<file path="src/rtl/fence_pkg.sv">
package fence_pkg;
  // Low-word field positions; the lookup decoder depends on them.
  localparam int LO_EN_BIT    = 0;
  localparam int LO_Y_BIT     = 1;
  localparam int LO_PITCH_LSB = 2;

  typedef enum logic {
    LAYOUT_X = 1'b0,
    LAYOUT_Y = 1'b1
  } layout_e;
endpackage

</file>
<file path="src/rtl/fence_store.sv">
module fence_store #(
  parameter int NUM_FENCES = 16,
  parameter int WORD_W     = 32,
  parameter int PAGE_SHIFT = 12,
  parameter int PITCH_W    = 10,
  localparam int IDX_W     = (NUM_FENCES > 1) ? $clog2(NUM_FENCES) : 1,
  localparam int PG_W      = WORD_W - PAGE_SHIFT
) (
  input  logic                                clk,
  input  logic                                rst,
  input  logic                                host_we,
  input  logic                                host_hi,
  input  logic [IDX_W-1:0]                    host_idx,
  input  logic [WORD_W-1:0]                   host_wdata,
  output logic [NUM_FENCES-1:0][PG_W-1:0]     start_pg,
  output logic [NUM_FENCES-1:0][PG_W-1:0]     last_pg,
  output logic [NUM_FENCES-1:0][PITCH_W-1:0]  pitch_fld,
  output logic [NUM_FENCES-1:0]               layout,
  output logic [NUM_FENCES-1:0]               en,
  output logic                                prot_err
);
  import fence_pkg::*;

  logic idx_ok;
  logic live_hit_write;

  assign idx_ok         = (int'(host_idx) < NUM_FENCES);
  assign live_hit_write = host_we && host_hi && idx_ok && en[host_idx];

  for (genvar k = 0; k < NUM_FENCES; k++) begin : g_fence
    logic sel;
    assign sel = host_we && idx_ok && (int'(host_idx) == k);

    always_ff @(posedge clk) begin
      if (rst) begin
        start_pg[k]  <= '0;
        last_pg[k]   <= '0;
        pitch_fld[k] <= '0;
        layout[k]    <= LAYOUT_X;
        en[k]        <= 1'b0;
      end else if (sel) begin
        if (host_hi) begin
          last_pg[k] <= host_wdata[WORD_W-1:PAGE_SHIFT];
        end else begin
          start_pg[k]  <= host_wdata[WORD_W-1:PAGE_SHIFT];
          pitch_fld[k] <= host_wdata[LO_PITCH_LSB +: PITCH_W];
          layout[k]    <= host_wdata[LO_Y_BIT];
          en[k]        <= host_wdata[LO_EN_BIT];
        end
      end
    end
  end

  always_ff @(posedge clk) begin
    if (rst) begin
      prot_err <= 1'b0;
    end else if (live_hit_write) begin
      prot_err <= 1'b1;
    end
  end
endmodule

</file>
<file path="src/rtl/fence_match.sv">
module fence_match #(
  parameter int NUM_FENCES = 16,
  parameter int PG_W       = 20,
  localparam int IDX_W     = (NUM_FENCES > 1) ? $clog2(NUM_FENCES) : 1
) (
  input  logic [PG_W-1:0]                  page,
  input  logic [NUM_FENCES-1:0][PG_W-1:0]  start_pg,
  input  logic [NUM_FENCES-1:0][PG_W-1:0]  last_pg,
  input  logic [NUM_FENCES-1:0]            en,
  output logic                             any_hit,
  output logic [IDX_W-1:0]                 win_idx
);
  logic [NUM_FENCES-1:0] hit_vec;

  for (genvar k = 0; k < NUM_FENCES; k++) begin : g_cmp
    assign hit_vec[k] = en[k] && (page >= start_pg[k]) && (page <= last_pg[k]);
  end

  // Walk from the top down so the lowest matching index is kept last.
  always_comb begin
    any_hit = 1'b0;
    win_idx = '0;
    for (int k = NUM_FENCES - 1; k >= 0; k--) begin
      if (hit_vec[k]) begin
        any_hit = 1'b1;
        win_idx = IDX_W'(k);
      end
    end
  end
endmodule

</file>
<file path="src/rtl/fence_result.sv">
module fence_result #(
  parameter int NUM_FENCES = 16,
  parameter int PITCH_W    = 10,
  localparam int IDX_W     = (NUM_FENCES > 1) ? $clog2(NUM_FENCES) : 1,
  localparam int PB_W      = PITCH_W + 8
) (
  input  logic                               clk,
  input  logic                               rst,
  input  logic                               any_hit,
  input  logic [IDX_W-1:0]                   win_idx,
  input  logic [NUM_FENCES-1:0][PITCH_W-1:0] pitch_fld,
  input  logic [NUM_FENCES-1:0]              layout,
  output logic                               lk_hit,
  output logic [IDX_W-1:0]                   lk_idx,
  output logic                               lk_y,
  output logic [PB_W-1:0]                    lk_pitch
);
  logic [PITCH_W-1:0] fld;
  logic [PB_W-1:0]    bytes;
  logic               y_sel;

  always_comb begin
    fld   = pitch_fld[win_idx];
    y_sel = layout[win_idx];
    bytes = (PB_W'(fld) + PB_W'(1)) << 7;
  end

  always_ff @(posedge clk) begin
    if (rst || !any_hit) begin
      lk_hit   <= 1'b0;
      lk_idx   <= '0;
      lk_y     <= 1'b0;
      lk_pitch <= '0;
    end else begin
      lk_hit   <= 1'b1;
      lk_idx   <= win_idx;
      lk_y     <= y_sel;
      lk_pitch <= bytes;
    end
  end
endmodule

</file>
<file path="src/rtl/fence_bank.sv">
module fence_bank #(
  parameter int NUM_FENCES = 16,
  parameter int WORD_W     = 32,
  parameter int PAGE_SHIFT = 12,
  parameter int PITCH_W    = 10,
  localparam int IDX_W     = (NUM_FENCES > 1) ? $clog2(NUM_FENCES) : 1,
  localparam int PG_W      = WORD_W - PAGE_SHIFT,
  localparam int PB_W      = PITCH_W + 8
) (
  input  logic              clk,
  input  logic              rst,
  input  logic              host_we,
  input  logic              host_hi,
  input  logic [IDX_W-1:0]  host_idx,
  input  logic [WORD_W-1:0] host_wdata,
  input  logic [PG_W-1:0]   lk_page,
  output logic              lk_hit,
  output logic [IDX_W-1:0]  lk_idx,
  output logic              lk_y,
  output logic [PB_W-1:0]   lk_pitch,
  output logic              prot_err
);
  logic [NUM_FENCES-1:0][PG_W-1:0]    start_pg;
  logic [NUM_FENCES-1:0][PG_W-1:0]    last_pg;
  logic [NUM_FENCES-1:0][PITCH_W-1:0] pitch_fld;
  logic [NUM_FENCES-1:0]              layout;
  logic [NUM_FENCES-1:0]              fence_en;
  logic                               any_hit;
  logic [IDX_W-1:0]                   win_idx;

  fence_store #(
    .NUM_FENCES(NUM_FENCES), .WORD_W(WORD_W),
    .PAGE_SHIFT(PAGE_SHIFT), .PITCH_W(PITCH_W)
  ) u_store (
    .clk(clk), .rst(rst),
    .host_we(host_we), .host_hi(host_hi),
    .host_idx(host_idx), .host_wdata(host_wdata),
    .start_pg(start_pg), .last_pg(last_pg),
    .pitch_fld(pitch_fld), .layout(layout),
    .en(fence_en), .prot_err(prot_err)
  );

  fence_match #(
    .NUM_FENCES(NUM_FENCES), .PG_W(PG_W)
  ) u_match (
    .page(lk_page), .start_pg(start_pg), .last_pg(last_pg),
    .en(fence_en), .any_hit(any_hit), .win_idx(win_idx)
  );

  fence_result #(
    .NUM_FENCES(NUM_FENCES), .PITCH_W(PITCH_W)
  ) u_result (
    .clk(clk), .rst(rst),
    .any_hit(any_hit), .win_idx(win_idx),
    .pitch_fld(pitch_fld), .layout(layout),
    .lk_hit(lk_hit), .lk_idx(lk_idx),
    .lk_y(lk_y), .lk_pitch(lk_pitch)
  );
endmodule

</file>
<file path="config.mk">
export PLATFORM = sky130hd
export DESIGN_NAME = fence_bank
export DESIGN_NICKNAME = d
export VERILOG_FILES = /design/src/rtl/fence_pkg.sv /design/src/rtl/fence_store.sv /design/src/rtl/fence_match.sv /design/src/rtl/fence_result.sv /design/src/rtl/fence_bank.sv
export SDC_FILE = /design/constraint.sdc
export NUM_CORES = 2
export LEC_CHECK = 0
export CAP_MARGIN = 20
export CORE_MARGIN = 8
export CORE_UTILIZATION = 40
export DETAILED_ROUTE_END_ITERATION = 6
export SYNTH_ARGS = -nofsm -noshare
export SYNTH_HDL_FRONTEND = slang
export SYNTH_SLANG_ARGS = --single-unit
</file>
<file path="constraint.sdc">
create_clock -name clk -period 9.46 [get_ports clk]
set_clock_uncertainty 0.05 [all_clocks]
set_input_delay 0.946 -clock clk [delete_from_list [all_inputs] [get_ports clk]]
set_output_delay 0.946 -clock clk [all_outputs]
set_load 0.01 [all_outputs]
</file>
==> qor.csv <==
metric;value;unit
Wirelength per Cell;21.5;um
WS Path Type;in2reg;
Resize count post-CTS;0;
commonest cells in the netlist;1872 x nand2_1, 1035 x a21oi_1, 850 x dfxtp_1;
H-tree depth;3;
die area;0.131;sq mm
sequential fraction of the synthesis area;0.354;
final hold vios;0;
Max IR drop VDD;0.128;mV
Clock Path Buffers;3;
highest clock rate;135;MHz
CTS buffer count;98;
number of synthesized register bits;850;
fillcell total;11993;
pwr/cell area;159;mW/mm^2
post-route insts no fill;8014;
Die W;363;um
Yosys top cell area share;0.354;
layout cell share with drive strength beyond 1;0.0627;
largest net degree at the start of global routing;197;
worst min-delay path category;reg2reg;
I/O pin count;85;
max-cap violation count;0;
Worst Path Arrival;7.91;ns
CP max-delay cell;nor4b_1;
CP startpoint kind;input pin;
Post-Syn Area per Cell;7.50;sq um
top cell family by delay on the critical path;simple AND/OR/NAND/NOR gates;
Initial Utilization;0.402;
clk sinks;850;
synth warn;0;
Seq. cell area;0.0170;sq mm
crit end category;flip-flop;
drt pass-1 iters;6;
Max-slew headroom;0.204;
Post-DP HPWL;105;mm
post-placement cell count;7831;
Die Y;363;um
P_leak;18.4;nW
core area;0.119;sq mm
mapped cell area;0.0481;sq mm
vias in the first global route;40657;
hold_ws;0.402;ns
Primary FF master, synth;dfxtp_1;
final setup fails;0;
Worst Tran Pin Value;1.19;ns
placed cell area;0.0501;sq mm
cts hold-fix bufs;0;
Tmin final;7.39;ns
clock slew at reported path FFs;0.06;ns
Area Growth Syn to Fin;11.5;%
Slew Viols, Final;0;
post-CTS setup buffer count;0;
CTS tree;built;
first-pass GRT wire length;257;mm
Critical Path Max Stage Delay;0.85;ns
post-route ant nets;0;
1st-iter DRT viols;4301;
Worst-Skew Late Latency;0.70;ns
average vias per placed instance;5.52;
clk root buf;clkbuf_16;
Buffers on Ports;77;
distinct cell type count after synthesis;102;
GP Congestion;0.929;
unrepaired setup endpoints after global routing;no;
post-synthesis cell count;6409;
Core Rows;127;
cells along the critical path;clkdlybuf4s50_1 > inv_2 > buf_4 > ha_1 > nor2b_1 > o211ai_1 > a21oi_1 > nor4b_1 > o22ai_1 > nand2_1 > or2_1 > a21o_1 > nand2_1 > a211oi_1 > o31ai_1 > or3_1 > ha_1 > nand3_1 > nor3_2 > mux2_4;
leading area contributor after synthesis;dfxtp_1;
initial antenna violation count;13;
ys async rst share;0;
Tcrit/Tclk final;0.781;
Post-synth EDFFs;0;
crit path buf inv count;3;
nets@finish;7021;
drt total wl;173;mm
combined area of the multi-input logic cells;0.0272;sq mm
Req. time, crit path;9.98;ns
All-Layer GR Usage;0.253;
post-layout util;0.448;
via count;44239;
status;finished clean;
Worst Path Max Fanout;20;
Area contributors post-synth;dfxtp_1 35%, ha_1 17%, nand2_1 15%;
post-route design area;0.0536;sq mm
Overflow after GRT;0;
setup tns final;0;ns
count leader, synth;nand2_1;
DRC viols;0;
[area by class of cell]
cell class | count | share of cell area
inverters | 634 | 0.0444
clock buffers | 145 | 0.0539
repair buffers | 192 | 0.0277
flip-flops and latches | 850 | 0.318
well taps | 1612 | 0.0376
clock inverters | 33 | 0.0104
diodes | 4 | 0.000187
multi-input cells | 4544 | 0.508
[cell families after synthesis]
kind of cell	share of synthesized area
fa+ha+maj	0.167
simple gates	0.206
flops	0.354
xor+xnor	0.000547
buf+inv	0.0815
compound gates	0.177
mux	0.0139
other cells	0.0000780
[registers in the layout, indices dropped and copies added (netlist names), 4 cells and up]
signal	count
u_store.last_pg	320
u_result.lk_idx	4
u_store.pitch_fld	160
u_store.layout	16
u_store.en	16
u_store.start_pg	320
u_result.lk_pitch	11
[through the flow]
step / setup WS [ns] / power (mW)
after floorplan: 3.98 / 4.15
after global placement: 1.77 / 4.49
after detailed placement: 1.70 / 4.51
after CTS: 2.39 / 8.58
after global routing: 1.91 / 8.83
final: 2.07 / 8.54
[where the power goes]
part / leakage (nW) / switching (mW) / total, mW / internal [mW]
clock network: 1.69 / 1.65 / 4.09 / 2.44
logic: 9.85 / 0.579 / 0.824 / 0.245
registers: 6.85 / 0.0138 / 3.62 / 3.61
[metal layers]
| layer | routed length, um | vias to the layer above | track usage |
|---|---|---|---|
| li1 | - | 21231 | - |
| met1 | 77100 | 21060 | 0.351 |
| met2 | 75600 | 1628 | 0.401 |
| met3 | 14600 | 316 | 0.0408 |
| met4 | 5310 | 4 | 0.0786 |
| met5 | 27 | - | 0 |
[cells in the final DEF (no fill, tap or decap), drive strengths merged, types with 13 or more instances in the layout]
cell type      netlist  final
dfxtp              850    850
nand4               89     89
nand2b              18     18
and4                32     32
nand2             1872   1872
inv                634    638
a211oi              30     30
nor3                29     29
nand3               77     77
and2                14     14
buf                 32    155
clkbuf             355    145
a221oi              17     17
o2111ai             18     18
nor4                16     16
nor2b               29     29
a21oi             1040   1040
clkdlybuf4s50        0     37
ha                 641    641
o21ai              124    124
a31oi               15     15
mux2i               32     32
o21a                13     13
a221o               18     18
a2111oi             17     17
and3                27     27
a21o                61     61
o211ai              30     30
nor2               108    108
clkinv               0     16
[path summary, 6_finish.rpt]
path	cells after the start	to	slack, ns	from
worst max-delay path	20	u_result.lk_pitch[15]	2.07	lk_page[0]
worst min-delay path	2	u_store.last_pg[93]	0.40	u_store.last_pg[93]
worst max register to register	18	u_result.lk_pitch[15]	3.04	u_store.last_pg[115]
worst min register to register	2	u_store.last_pg[93]	0.40	u_store.last_pg[93]
[worst reg2reg max path: stages, from the launching register on]
cell,delay (ns)
dfxtp_1,0.33
inv_1,0.05
ha_1,0.30
a21oi_1,0.16
o21ai_0,0.12
a221o_1,0.37
nor4b_1,0.90
o22ai_1,0.43
nand2_1,0.17
or2_1,0.51
a21o_1,0.57
nand2_1,0.68
a211oi_1,0.43
o31ai_1,0.14
or3_1,0.35
ha_1,0.27
nand3_1,0.10
nor3_2,0.07
mux2_4,0.29
Note: power is estimated with default switching activity, not from simulation.
